--- src/rtl/ras_pkg.sv ---
// ras_pkg: shared types for the return address stack.
// The control decoder produces one effective operation per cycle.
// The level counter, the entry store and the output register all act on it.
package ras_pkg;

    // Effective stack operation after the empty-pop filter has been applied.
    typedef enum logic [1:0] {
        RAS_IDLE = 2'd0,   // nothing changes
        RAS_PUSH = 2'd1,   // add a new top (drops the oldest entry when full)
        RAS_POP  = 2'd2,   // remove the top and return it
        RAS_SWAP = 2'd3    // return the top and replace it in the same cycle
    } ras_op_e;

endpackage

--- src/rtl/ras_ctrl.sv ---
// ras_ctrl: turns the raw push/pop requests into one effective operation.
// A pop on an empty stack is discarded here, so later stages never see
// a pop they cannot serve.
// Assumes: `empty` comes from the level counter of the same stack.
module ras_ctrl
    import ras_pkg::*;
(
    input  logic    push,
    input  logic    pop,
    input  logic    empty,
    output ras_op_e op
);

    logic pop_ok;

    // Filter: a pop only counts when something is stored.
    always_comb pop_ok = pop & ~empty;

    // Decode the request pair into the effective operation.
    always_comb begin
        unique case ({push, pop_ok})
            2'b11:   op = RAS_SWAP;
            2'b10:   op = RAS_PUSH;
            2'b01:   op = RAS_POP;
            default: op = RAS_IDLE;
        endcase
    end

endmodule

--- src/rtl/ras_level.sv ---
// ras_level: counts the occupied levels and derives the full/empty flags.
// The count saturates at DEPTH. A push on a full stack overwrites the
// oldest entry instead of growing the count. The flags are combinational
// from the count, so the interrupt logic can gate acknowledgment in the
// same cycle.
// Assumes: `op` never carries a pop while the count is zero (see ras_ctrl).
module ras_level
    import ras_pkg::*;
#(
    parameter int DEPTH = 2
) (
    input  logic    clk,
    input  logic    rst_n,
    input  ras_op_e op,
    output logic    full,
    output logic    empty
);

    localparam int CNT_W = $clog2(DEPTH + 1);
    localparam logic [CNT_W-1:0] FULL_CNT = CNT_W'(DEPTH);
    localparam logic [CNT_W-1:0] ONE      = CNT_W'(1);

    logic [CNT_W-1:0] count;

    // Level counter: up on a push (saturating), down on a pop.
    always_ff @(posedge clk) begin
        if (!rst_n) begin
            count <= '0;
        end else begin
            unique case (op)
                RAS_PUSH: if (count != FULL_CNT) count <= count + ONE;
                RAS_POP:  count <= count - ONE;
                default:  count <= count;
            endcase
        end
    end

    // Flags decoded straight from the count.
    always_comb begin
        full  = (count == FULL_CNT);
        empty = (count == '0);
    end


    count_bound_chk: assert property (@(posedge clk) disable iff (!rst_n)
        count <= FULL_CNT);


    flags_excl_chk: assert property (@(posedge clk) disable iff (!rst_n)
        !(full && empty));


    push_grow_chk: assert property (@(posedge clk) disable iff (!rst_n)
        (op == RAS_PUSH && !full) |=> (count == $past(count) + ONE));


    full_push_chk: assert property (@(posedge clk) disable iff (!rst_n)
        (op == RAS_PUSH && full) |=> full);


    swap_level_chk: assert property (@(posedge clk) disable iff (!rst_n)
        (op == RAS_SWAP) |=> $stable(count));

endmodule

--- src/rtl/ras_store.sv ---
// ras_store: the return address entries, kept as a shift register.
// Entry 0 is always the top. A push shifts every entry one place deeper,
// so the deepest (oldest) entry falls off the end when the stack is full.
// A pop shifts every entry one place toward the top.
// Assumes: `op` has already been filtered by ras_ctrl.
module ras_store
    import ras_pkg::*;
#(
    parameter int DEPTH = 2,
    parameter int PC_W  = 10
) (
    input  logic            clk,
    input  logic            rst_n,
    input  ras_op_e         op,
    input  logic [PC_W-1:0] push_pc,
    output logic [PC_W-1:0] top_pc
);

    logic [PC_W-1:0] ent [DEPTH];

    for (genvar i = 0; i < DEPTH; i++) begin : g_ent
        // Value shifted in from the shallower neighbour on a push.
        logic [PC_W-1:0] from_up;
        // Value shifted in from the deeper neighbour on a pop.
        logic [PC_W-1:0] from_down;

        if (i == 0) begin : g_top
            // The top takes the new address on a push.
            always_comb from_up = push_pc;
        end else begin : g_mid
            // Deeper entries take the shallower neighbour on a push.
            always_comb from_up = ent[i-1];
        end

        if (i == DEPTH - 1) begin : g_bot
            // The bottom level is cleared as it empties.
            always_comb from_down = '0;
        end else begin : g_upper
            // Other levels take the deeper neighbour on a pop.
            always_comb from_down = ent[i+1];
        end

        // Entry register: shift on push/pop; a swap rewrites only the top.
        always_ff @(posedge clk) begin
            if (!rst_n) begin
                ent[i] <= '0;
            end else begin
                unique case (op)
                    RAS_PUSH: ent[i] <= from_up;
                    RAS_POP:  ent[i] <= from_down;
                    RAS_SWAP: if (i == 0) ent[i] <= push_pc;
                    default:  ent[i] <= ent[i];
                endcase
            end
        end
    end

    // The top entry feeds the output register.
    always_comb top_pc = ent[0];


    push_top_chk: assert property (@(posedge clk) disable iff (!rst_n)
        (op == RAS_PUSH || op == RAS_SWAP) |=> (top_pc == $past(push_pc)));

endmodule

--- src/rtl/ras_outreg.sv ---
// ras_outreg: holds the address returned by the latest effective pop.
// It changes only on a pop or a swap. A filtered (empty) pop leaves the
// previous value in place.
// Assumes: `top_pc` is the store's top entry before the edge.
module ras_outreg
    import ras_pkg::*;
#(
    parameter int PC_W = 10
) (
    input  logic            clk,
    input  logic            rst_n,
    input  ras_op_e         op,
    input  logic [PC_W-1:0] top_pc,
    output logic [PC_W-1:0] pop_pc
);

    // Capture the top entry when it is popped or swapped out.
    always_ff @(posedge clk) begin
        if (!rst_n) begin
            pop_pc <= '0;
        end else if (op == RAS_POP || op == RAS_SWAP) begin
            pop_pc <= top_pc;
        end
    end


    idle_hold_chk: assert property (@(posedge clk) disable iff (!rst_n)
        (op == RAS_IDLE || op == RAS_PUSH) |=> $stable(pop_pc));

endmodule

--- src/rtl/ret_addr_stack.sv ---
// ret_addr_stack: hardware return address stack for calls and interrupts.
// A push saves push_pc; a pop returns the newest saved address on pop_pc
// after the edge. A push on a full stack drops the oldest entry. A pop on
// an empty stack is ignored. `full` is combinational so that interrupt
// acknowledgment can be deferred in the same cycle.
// Assumes: the caller gates interrupt acknowledgment (push) with `full`;
// a subroutine call may push at any time.
module ret_addr_stack
    import ras_pkg::*;
#(
    parameter int DEPTH = 2,
    parameter int PC_W  = 10
) (
    input  logic            clk,
    input  logic            rst_n,
    input  logic            push,
    input  logic            pop,
    input  logic [PC_W-1:0] push_pc,
    output logic [PC_W-1:0] pop_pc,
    output logic            full,
    output logic            empty
);

    ras_op_e         op;
    logic [PC_W-1:0] top_pc;

    ras_ctrl u_ctrl (
        .push  (push),
        .pop   (pop),
        .empty (empty),
        .op    (op)
    );

    ras_level #(.DEPTH(DEPTH)) u_level (
        .clk   (clk),
        .rst_n (rst_n),
        .op    (op),
        .full  (full),
        .empty (empty)
    );

    ras_store #(.DEPTH(DEPTH), .PC_W(PC_W)) u_store (
        .clk     (clk),
        .rst_n   (rst_n),
        .op      (op),
        .push_pc (push_pc),
        .top_pc  (top_pc)
    );

    ras_outreg #(.PC_W(PC_W)) u_out (
        .clk    (clk),
        .rst_n  (rst_n),
        .op     (op),
        .top_pc (top_pc),
        .pop_pc (pop_pc)
    );


    pop_value_chk: assert property (@(posedge clk) disable iff (!rst_n)
        (pop && !empty) |=> (pop_pc == $past(top_pc)));


    full_release_chk: assert property (@(posedge clk) disable iff (!rst_n)
        (pop && !push && full) |=> !full);


    empty_pop_chk: assert property (@(posedge clk) disable iff (!rst_n)
        (pop && !push && empty) |=> (empty && $stable(pop_pc)));

endmodule

--- config.mk ---
export PLATFORM = sky130hd
export DESIGN_NAME = ret_addr_stack
export DESIGN_NICKNAME = d
export VERILOG_FILES = /design/src/rtl/ras_pkg.sv /design/src/rtl/ras_ctrl.sv /design/src/rtl/ras_level.sv /design/src/rtl/ras_store.sv /design/src/rtl/ras_outreg.sv /design/src/rtl/ret_addr_stack.sv
export SDC_FILE = /design/constraint.sdc
export NUM_CORES = 1
export LEC_CHECK = 0
export BUFFER_PORTS_ARGS = -buffer_cell sky130_fd_sc_hd__buf_2
export CORE_ASPECT_RATIO = 1.5
export CORE_MARGIN = 2
export CORE_UTILIZATION = 30
export CTS_BUF_LIST = sky130_fd_sc_hd__clkbuf_8
export DETAILED_ROUTE_END_ITERATION = 6
export GPL_TIMING_DRIVEN = 0
export PLACE_DENSITY = 0.58
export SYNTH_ARGS = -nofsm -noshare
export SYNTH_HDL_FRONTEND = slang
export SYNTH_SLANG_ARGS = --single-unit
--- constraint.sdc ---
create_clock -name clk -period 1.4 [get_ports clk]
set_input_delay 0.07 -clock clk [delete_from_list [all_inputs] [get_ports clk]]
set_output_delay 0.07 -clock clk [all_outputs]
set_load 0.03 [all_outputs]
[Word level (Yosys, flattened, before mapping)]
Memories as Yosys holds them, arrays and structs flattened.
Cells that the tools add are included.
Word-level totals
  input port bits: 14
  flip-flop bits (word level): 12
  memories: 1
  output and inout bits: 12
  bits in writable memories: 20
Memory list
  u_store.ent: words 2, width 10, rd ports 2, clocked after Yosys merged registers in 0, wr ports 2, RTL line ras_store.sv:19  | logic [PC_W-1:0] ent [DEPTH];
Operators by class
  equal/unequal tests: 9
  mux-type cells: 23
  bitwise operators: 9
  reduce and logical (&&, ||, !) cells: 5
  add/sub/neg operators: 2
Operators with widths (number)
  2-to-1 mux 10 bit: 7
  2-to-1 mux 1 bit: 13
  equality test 2 bit, second input constant: 5
  bitwise OR 1 bit: 7
  one-hot mux 2 bit (3 select lines): 1
  equality test 2 x 1 -> 1 bit, second input constant: 2
  one-hot mux 2 bit (2 select lines): 1
  OR reduction 3 bit: 1
  adder 2 x 1 -> 2 bit, second input constant: 1
  logical NOT 2 bit: 1
  2-to-1 mux 2 bit: 1
  inequality test 2 x 1 -> 1 bit, second input constant: 1
  inequality test 2 bit, second input constant: 1
  AND reduction 2 bit: 1
  nonzero test 2 bit: 1
  subtractor 2 x 1 -> 2 bit, second input constant: 1
  AND 1 bit: 1
  logical OR 1 bit: 1
  inverter 1 bit: 1

[Depth between registers and ports, before layout]
Gate-level depths: netlist (run 1).
  depth after elaboration: 13
  depth in mapped cells: 5
  gate-level depth less buffers: 3

[Hierarchy]
A second synthesis (run 1) with hierarchy kept.
Second synthesis, totals
  cells, all modules: 97
  area, all modules: 1337.5 um^2
By module, submodules not included
  ras_store: seq. area each 600.6 um^2, instances 1, cells an instance 51, area each 832.0 um^2
  ras_outreg: seq. area each 200.2 um^2, instances 1, cells an instance 31, area each 374.1 um^2
  ras_level: seq. area each 40.0 um^2, instances 1, cells an instance 13, area each 113.9 um^2
  ras_ctrl: seq. area each 0.0 um^2, instances 1, cells an instance 2, area each 17.5 um^2

[Worst setup path after synthesis (run 1)]
OpenSTA, ideal clock, no wires.
  kind: reg2reg
  start point: register u_level.count[1]
  end point: memory u_store.ent[1][0], enable pin
  setup slack: -82 ps
  stages on the path, launching flop included: 6
  arrival time: 1142 ps
  clock period less this slack: 1482 ps
  path buffers: 2
  required time: 1061 ps
  cell sequence: dfxtp_1 > buf_4 > o21a_4 > buf_6 > xnor2_2 > nand2_1
RTL lines
  start: declaration: RTL line ras_level.sv:23  | logic [CNT_W-1:0] count;
  start signal: assignment: RTL line ras_level.sv:31  | RAS_PUSH: if (count != FULL_CNT) count <= count + ONE;
  start signal: assignment: RTL line ras_level.sv:32  | RAS_POP: count <= count - ONE;
  start signal: assignment: RTL line ras_level.sv:33  | default: count <= count;
  end: declaration: RTL line ras_store.sv:19

==> flow_summary_export.csv, run 1 <==
group,metric,value,unit
floorplan,pin_count,26,
clocking,clock_latency,290,ps
grt,grt.overflow.total,0,
clocking,cts_max_level,2,
yosys,synthesis.instances,130,
yosys,ys_ff_latch,32,
cells_and_area,fin_cells,231,
timing,hold_violations,0,
clocking,cts.path.max_buffers,2,
yosys,yosys_warnings,0,
grt,grt_pass1_vias,1135,
yosys,synth_area_leader_cell,"edfxtp_1",
setup_path,critPathArrivalTime,1350,ps
grt,grt_start_max_net_pins,13,
cells_and_area,antennaDiodeCount,0,
timing,finClkSkew,7.025,ps
timing,timing.final.max_slew_violations,0,
routing,wl_per_cell,13.96,um
power,pwr-share-comb,12.8,%
routing,dr.pass1.iters,4,
setup_path,worstPathRequired,1410,ps
power,power.total,2.058,mW
placement,place_congestion,0.7682,
power,irDropWorstVdd,469.3,uV
routing,drc,0,
timing,post-route-min-period,1343,ps
yosys,synth.top_cells.by_area,"edfxtp_1 42%, dfxtp_1 17%, a21boi_1 10%",
outcome,status,"finished, final reports clean",
routing,via_per_inst,4.632,
cells_and_area,syn_to_final_growth,24.89,%
power,power_density,1142,nW/um^2
cells_and_area,fin_area,1802,um^2
cells_and_area,fin_nets,180,
cells_and_area,drive_gt1_share,29.34,%
setup_path,crit_path_end_kind,"register",
placement,placed_area,1650,um^2
clocking,clkTransAtPathRegs,70,ps
min_path,worstHoldPathType,"in -> reg",
floorplan,rows,30,
flow_run,drv_cap,0,
floorplan,die_area,5391,um^2
cells_and_area,layout_commonest_cell,"nand2_1",
cells_and_area,multi_input_area,569.3,um^2
placement,dp_hpwl,2.200,mm
routing,drt-initial-drc-count,36,
timing,timing.fmax,744.4,MHz
routing,antenna_left,0,
placement,dp.cells,219,
yosys,ys_types,23,
grt,grt_pass1_wl,5.416,mm
clocking,cts_tree,"yes",
power,switching_share,25.62,%
cells_and_area,seq_area,842.1,um^2
clocking,cts_buffers,5,
timing,post-route-period-util,95.95,%
timing,relSlewSlack,58.90,%
placement,io_buffers,25,
setup_path,worstSetupPathType,"reg -> reg",
power,pwr-share-seq,54.0,%
yosys,syn_area,1443,um^2
yosys,syn_avg_cell_area,11.10,um^2
floorplan,initial_core_util,31.50,%
power,pwr-share-clk,33.1,%
power,p_int,1.531,mW
clocking,clock_sinks,32,
timing,rsz0062_at_grt,"false",
floorplan,coreArea,4579,um^2
yosys,syn_nets,144,
routing,routed_wl,3.225,mm
floorplan,die_width,60.62,um
cells_and_area,fillCellCount,501,
grt,track_usage,14.34,%
clocking,cts_root_buf,"clkbuf_8",
power,power.switching,527.4,uW
setup_path,worstPathMaxFanout,12,
setup_path,startpoint_type,"register",
yosys,synth_top_area_share,41.63,%
timing,setup_violations,0,
yosys,seq_area_frac_synth,58.28,%
grt,antenna_found_initial,0,
timing,worst_slew_pin_slew,616.4,ps
routing,vias,1070,
floorplan,chipHeight,88.93,um
cells_and_area,layout_common_cells,"30 x nand2_1, 26 x buf_2, 20 x a21boi_1, 20 x edfxtp_1",
power,cellLeakagePower,0.7519,nW
cells by family after synthesis:
group                     after synthesis  share of synthesized area (%)
and+or+nand+nor                        60                          21.42
DFF                                    32                          58.28
AOI/OAI and AO/OA                      27                          14.31
buffers and inverters                  10                          4.856
xor gates and xnor gates                1                          1.128
stage by stage:
stage	setup TNS [ps]	hold WS, ps	setup WS [ps]	utilization (%)
after floorplan	0	285.2	17.60	-
after global placement	-3756	427.3	-301.3	36.04
after detailed placement	-4231	437.1	-338.8	36.04
after CTS	0	146.1	17.60	38.74
after global routing	0	156.3	3.846	39.34
final	0	146.0	56.69	39.34
cell type report:
cell class,count,area share [%]
buffer,9,3.472
clock buffer,5,3.819
clock inverter,3,0.9028
multi-input combinational,89,31.60
sequential,32,46.74
tap,64,4.444
timing repair buffer,29,9.028
sequential cells by signal, summed over array words and instances (netlist names):
signal	count
u_out.pop_pc	10
u_level.count	2
u_store.ent	20
cells in the mapped netlist:
master,number
nor2_1,3
and2b_2,1
nand2b_1,1
o211ai_1,1
a21oi_1,2
and3_1,10
o21a_4,1
clkbuf_1,3
nand3b_1,11
a21boi_1,20
buf_4,2
buf_2,1
xnor2_2,1
nor2b_1,2
o211a_1,1
o21ai_2,1
edfxtp_1,20
nand4b_1,1
clkbuf_2,1
o21ai_1,1
dfxtp_1,12
buf_6,3
nand2_1,31
power groups by stage:
stage / Sequential (mW) / Clock, mW / Combinational, mW
CTS: 1.11 / 0.707 / 0.256
global route: 1.12 / 0.751 / 0.290
detailed placement: 1.13 / 0 / 0.237
finish: 1.11 / 0.682 / 0.264
floorplan: 1.14 / 0 / 0.144
global placement: 1.13 / 0 / 0.231
metal layers:
layer  GRT usage, %  up-vias  wire length, um
li1               -      528                -
met1          15.87      517             1295
met2          24.05       20             1740
met3          4.486        5              107
met4          7.708        0               82
met5              0        -                0
path summary, 6_finish.rpt:
| kind | from | to | slack (ps) | depth (start not counted) |
|---|---|---|---|---|
| setup / recovery | u_level.count[1]$_SDFFE_PN0P_ | u_store.ent[1][9]$_SDFFCE_PP0P_ | 60 | 4 |
| hold / removal | push_pc[2] | u_store.ent[0][2]$_DFFE_PP_ | 150 | 3 |
| setup reg to reg | u_level.count[1]$_SDFFE_PN0P_ | u_store.ent[1][9]$_SDFFCE_PP0P_ | 60 | 4 |
| hold reg to reg | u_out.pop_pc[9]$_SDFFE_PN0P_ | u_out.pop_pc[9]$_SDFFE_PN0P_ | 450 | 2 |
critical path: stages (launching register included):
cell	delay [ps]
dfxtp_1	290
buf_4	160
o21a_4	290
xnor2_4	210
nand2_4	110
repair_timing:
| action | CTS | global route |
|---|---|---|
| endpoints found under the setup margin | 20 | 29 |
| pin swaps | 1 | 2 |
| buffers inserted | 2 | 2 |
| hold buffers | 0 | 0 |
| resized for setup | 4 | 4 |
| cloned | 1 | 0 |
No activity file was read; power rests on OpenSTA's default activity.
==> inputs of run 2 (changes only) <==
--- a/config.mk
+++ b/config.mk
@@ -12,7 +12,7 @@
 export CTS_BUF_LIST = sky130_fd_sc_hd__clkbuf_8
 export DETAILED_ROUTE_END_ITERATION = 6
 export GPL_TIMING_DRIVEN = 0
-export PLACE_DENSITY = 0.58
+export PLACE_DENSITY = 0.56
 export SYNTH_ARGS = -nofsm -noshare
 export SYNTH_HDL_FRONTEND = slang
 export SYNTH_SLANG_ARGS = --single-unit
==> constraint.sdc (replaced) <==
create_clock -name clk -period 1.5 [get_ports clk]
set_input_delay 0.075 -clock clk [delete_from_list [all_inputs] [get_ports clk]]
set_output_delay 0.075 -clock clk [all_outputs]
set_load 0.03 [all_outputs]
==> flow_summary_export.csv, run 2 (synthesis gave the netlist of run 1 again) <==
group,metric,value,unit
outcome,status,"finished, final reports clean",
routing,routed_wl,3.326,mm
timing,post-route-min-period,1439,ps
setup_path,worstPathMaxFanout,10,
grt,antenna_found_initial,0,
grt,track_usage,13.66,%
routing,antenna_left,0,
cells_and_area,syn_to_final_growth,21.86,%
floorplan,rows,30,
floorplan,initial_core_util,31.50,%
min_path,whs_path_depth,3,
cells_and_area,fin_cells,229,
routing,via_per_inst,4.729,
clocking,cts_tree,"yes",
placement,dp.cells,219,
clocking,cts.path.max_buffers,2,
clocking,clock_latency,280,ps
setup_path,worstPathRequired,1480,ps
cells_and_area,reg.largest.list,"u_store.ent x20, u_out.pop_pc x10, u_level.count x2",
clocking,cts_max_level,2,
timing,rsz0062_at_grt,"false",
routing,drt-initial-drc-count,36,
timing,finClkSkew,5.986,ps
timing,final.setup.tns,0,ps
timing,hold_violations,0,
clocking,cts_buffers,5,
placement,place_congestion,0.7741,
cells_and_area,largest_register_ffs,20,
clocking,clock_sinks,32,
floorplan,pin_count,26,
power,cellLeakagePower,0.7424,nW
setup_path,worstSetupPathType,"reg -> reg",
timing,timing.final.max_slew_violations,0,
routing,drc,0,
power,power.total,1.882,mW
routing,dr.pass1.iters,6,
clocking,clkTransAtPathRegs,70,ps
power,power_density,1071,nW/um^2
grt,grt_start_max_net_pins,11,
timing,worst_slew_pin_slew,487.7,ps
cells_and_area,antennaDiodeCount,0,
cells_and_area,layout_common_cells,"30 x nand2_1, 26 x buf_2, 20 x a21boi_1, 20 x edfxtp_1, 12 x dfxtp_1",
grt,grt_pass1_wl,5.388,mm
grt,grt.overflow.total,0,
setup_path,startpoint_type,"register",
setup_path,critPathArrivalTime,1420,ps
min_path,worstHoldPathType,"in -> reg",
setup_path,crit_path_end_kind,"register",
timing,post-route-period-util,95.96,%
setup_path,r2r_cells,5,
placement,io_buffers,25,
power,irDropWorstVdd,426.4,uV
clocking,cts_root_buf,"clkbuf_8",
timing,timing.fmax,694.7,MHz
floorplan,chipHeight,88.93,um
cells_and_area,drive_gt1_share,26.67,%
timing,setup_ws,60.62,ps
cells_and_area,layout_commonest_cell,"nand2_1",
cells_and_area,fin_nets,178,
placement,dp_hpwl,2.361,mm
floorplan,die_area,5391,um^2
floorplan,coreArea,4579,um^2
cells_and_area,top_register,"u_store.ent",
routing,wl_per_cell,14.52,um
routing,vias,1083,
timing,whs,149.4,ps
grt,grt_pass1_vias,1156,
timing,setup_violations,0,
timing,relSlewSlack,67.49,%
placement,dp_slack,-261.4,ps
flow_run,drv_cap,0,
floorplan,die_width,60.62,um
==> run 2: stage by stage <==
step	instance area (um^2)	utilization [%]
after floorplan	1443	-
after global placement	1648	35.98
after detailed placement	1648	35.98
after CTS	1750	38.22
after global routing	1758	38.39
final	1758	38.39
==> run 2: area by class of cell <==
| class | count | area [um^2] |
|---|---|---|
| fill | 503 | 2821 |
| sequential | 32 | 840.8 |
| multi-input combinational | 88 | 546.8 |
| timing repair buffer | 27 | 140.1 |
| tap | 64 | 80.08 |
| buffer | 10 | 70.07 |
| clock buffer | 5 | 68.82 |
| clock inverter | 3 | 11.26 |
==> run 2: per-layer routing <==
layer	GRT usage, %	vias to the layer above	part of all wire (%)
met1	15.09	519	39
met5	0	-	0
met3	2.894	10	3.7
met4	7.708	0	3.8
li1	-	522	-
met2	23.66	32	54
==> run 2: critical path, cell delays in order (launching register included) <==
cell	delay, ps
dfxtp_1	300
buf_4	160
o21a_4	230
buf_6	140
xnor2_2	140
nand2_4	150
==> run 2: path summary, 6_finish.rpt <==
kind	start	end	slack [ps]
max	u_level.count[1]$_SDFFE_PN0P_	u_store.ent[1][5]$_SDFFCE_PP0P_	60
min	push_pc[7]	u_store.ent[0][7]$_DFFE_PP_	150
max reg2reg	u_level.count[1]$_SDFFE_PN0P_	u_store.ent[1][5]$_SDFFCE_PP0P_	60
min reg2reg	u_out.pop_pc[7]$_SDFFE_PN0P_	u_out.pop_pc[7]$_SDFFE_PN0P_	450
==> run 2: what timing repair did <==
action | CTS | global route
setup buffers | 2 | 0
setup endpoints to repair | 20 | 4
gates resized for setup | 2 | 1
hold buffers | 0 | 0
==> run 2: power by group <==
group	internal (mW)	switching (mW)	leakage (nW)	total, mW
Combinational	0.0943	0.136	0.371	0.231
Clock	0.309	0.304	0.0519	0.613
Sequential	1.01	0.0310	0.319	1.04
Total	1.41	0.471	0.742	1.88
==> inputs of run 3 (changes only) <==
--- a/config.mk
+++ b/config.mk
@@ -6,10 +6,11 @@
 export NUM_CORES = 1
 export LEC_CHECK = 0
 export BUFFER_PORTS_ARGS = -buffer_cell sky130_fd_sc_hd__buf_2
-export CORE_ASPECT_RATIO = 1.5
+export CORE_ASPECT_RATIO = 1.25
 export CORE_MARGIN = 2
 export CORE_UTILIZATION = 30
-export CTS_BUF_LIST = sky130_fd_sc_hd__clkbuf_8
+export CTS_BUF_LIST = sky130_fd_sc_hd__clkbuf_16
+export CTS_CLUSTER_DIAMETER = 80
 export DETAILED_ROUTE_END_ITERATION = 6
 export GPL_TIMING_DRIVEN = 0
 export PLACE_DENSITY = 0.56
==> flow_summary_export.csv, run 3 (synthesis gave the netlist of run 1 again) <==
group,metric,value,unit
floorplan,rows,28,
outcome,status,"finished, final reports clean",
floorplan,die_area,5383,um^2
cells_and_area,reg.largest.list,"u_store.ent x20, u_out.pop_pc x10, u_level.count x2",
timing,post-route-period-util,95.05,%
cells_and_area,top_register,"u_store.ent",
setup_path,rr_startpoint,"u_level.count[1]$_SDFFE_PN0P_",
floorplan,die_width,66.03,um
timing,timing.fmax,701.4,MHz
grt,grt.overflow.total,0,
setup_path,rrSetupSlack,70,ps
routing,drt-initial-drc-count,43,
cells_and_area,largest_register_ffs,20,
placement,placed_area,1643,um^2
placement,dp_hpwl,2.180,mm
timing,worst_slew_pin_slew,474.8,ps
setup_path,worstSetupPathType,"reg -> reg",
routing,dr.pass1.iters,4,
timing,hold_violations,0,
cells_and_area,syn_to_final_growth,26.19,%
clocking,holdBufCountCts,0,
routing,wl_per_cell,14.30,um
grt,grt_pass1_vias,1095,
setup_path,critPathArrivalTime,1400,ps
power,power_density,1215,nW/um^2
power,cellLeakagePower,0.7657,nW
routing,vias,1044,
timing,post-route-min-period,1426,ps
clocking,clock_sinks,32,
cells_and_area,fin_util,38.78,%
routing,drc,0,
routing,antenna_left,0,
setup_path,worstPathMaxFanout,10,
power,power.total,2.211,mW
cells_and_area,drive_gt1_share,26.67,%
timing,relSlewSlack,68.34,%
clocking,clock_latency,270,ps
floorplan,pin_count,26,
clocking,cts_tree,"yes",
grt,grt_start_max_net_pins,11,
grt,grt_pass1_wl,5.423,mm
setup_path,r2r_end,"u_store.ent[1][1]$_SDFFCE_PP0P_",
cells_and_area,layout_commonest_cell,"nand2_1",
setup_path,startpoint_type,"register",
routing,via_per_inst,4.640,
placement,io_buffers,25,
timing,rsz0062_at_grt,"false",
timing,finClkSkew,5.898,ps
clocking,clkTransAtPathRegs,50,ps
flow_run,drv_cap,0,
setup_path,crit_path_end_kind,"register",
floorplan,coreArea,4695,um^2
setup_path,startpoint,"u_level.count[1]$_SDFFE_PN0P_",
clocking,cts_max_level,2,
clocking,cts_buffers,5,
routing,routed_wl,3.217,mm
setup_path,r2r_cells,5,
cells_and_area,fin_area,1821,um^2
timing,setup_violations,0,
setup_path,crit_path_end,"u_store.ent[1][1]$_SDFFCE_PP0P_",
placement,place_congestion,0.7153,
cells_and_area,fillCellCount,471,
floorplan,initial_core_util,30.73,%
grt,track_usage,14.01,%
floorplan,chipHeight,81.53,um
cells_and_area,fin_nets,178,
cells_and_area,layout_common_cells,"30 x nand2_1, 26 x buf_2, 20 x a21boi_1, 20 x edfxtp_1, 12 x dfxtp_1",
clocking,cts.path.max_buffers,2,
timing,final.setup.tns,0,ps
grt,antenna_found_initial,0,
clocking,cts_root_buf,"clkbuf_16",
min_path,worstHoldPathType,"in -> reg",
timing,timing.final.max_slew_violations,0,
power,irDropWorstVdd,660.6,uV
setup_path,worstPathRequired,1470,ps
cells_and_area,antennaDiodeCount,0,
==> run 3: changes by cell type in the layout (fill, tap and decap cells not counted), sizes merged <==
cell	change
clkinv	+1
inv	-1
==> run 3: area by class of cell <==
type | instances | area [um^2] | share of cell area, %
Sequential cell | 32 | 840.8 | 46.19
Multi-Input combinational cell | 88 | 558.0 | 30.65
Timing Repair Buffer | 27 | 140.1 | 7.698
Clock buffer | 5 | 125.1 | 6.873
Tap cell | 60 | 75.07 | 4.124
Buffer | 10 | 70.07 | 3.849
Clock inverter | 3 | 11.26 | 0.6186
==> run 3: worst min-delay path by stage <==
stage,start,to,slack (ps),cells past startpoint
global placement,push_pc[7],u_store.ent[0][7]$_DFFE_PP_,430,3
global route,push_pc[7],u_store.ent[0][7]$_DFFE_PP_,170,3
finish,push_pc[7],u_store.ent[0][7]$_DFFE_PP_,160,3
detailed placement,u_out.pop_pc[7]$_SDFFE_PN0P_,u_out.pop_pc[7]$_SDFFE_PN0P_,440,2
floorplan,pop,u_out.pop_pc[7]$_SDFFE_PN0P_,290,3
CTS,push_pc[7],u_store.ent[0][7]$_DFFE_PP_,160,3
==> run 3: per-layer routing <==
| metal | track usage [%] | vias up | share of wire [%] |
|---|---|---|---|
| li1 | - | 522 | - |
| met1 | 17.04 | 495 | 44 |
| met2 | 22.73 | 21 | 50 |
| met3 | 4.110 | 6 | 4.6 |
| met4 | 6.735 | 0 | 1.6 |
| met5 | 0 | - | 0 |
==> run 3: worst max-delay path: stages, from the launching register on <==
cell and delay (ps):
dfxtp_1 300, buf_4 160, o21a_4 230, buf_6 150, xnor2_4 130, nand2_4 150
==> run 3: where the power goes <==
group          leakage [nW]  switching (mW)  internal [mW]
Combinational         0.373           0.137         0.0979
Sequential            0.319          0.0293           1.01
Clock                0.0738           0.342          0.595
==> run 3: through the flow <==
stage / hold WS, ps / worst slack, ps / std cells
2_1_floorplan: 290.2 / 18.23 / 130
3_3_place_gp: 433.6 / -199.8 / 215
3_5_place_dp: 444.4 / -246.4 / 215
4_1_cts: 163.4 / 65.75 / 225
5_1_grt: 174.8 / 1.559 / 225
6_report: 158.2 / 74.31 / 225
==> run 3: timing repair <==
action                                  in CTS  in global routing
endpoints found under the setup margin      20                 12
endpoints found under the hold margin        0                  0
gates resized for setup                      2                  2
buffers inserted                             2                  0
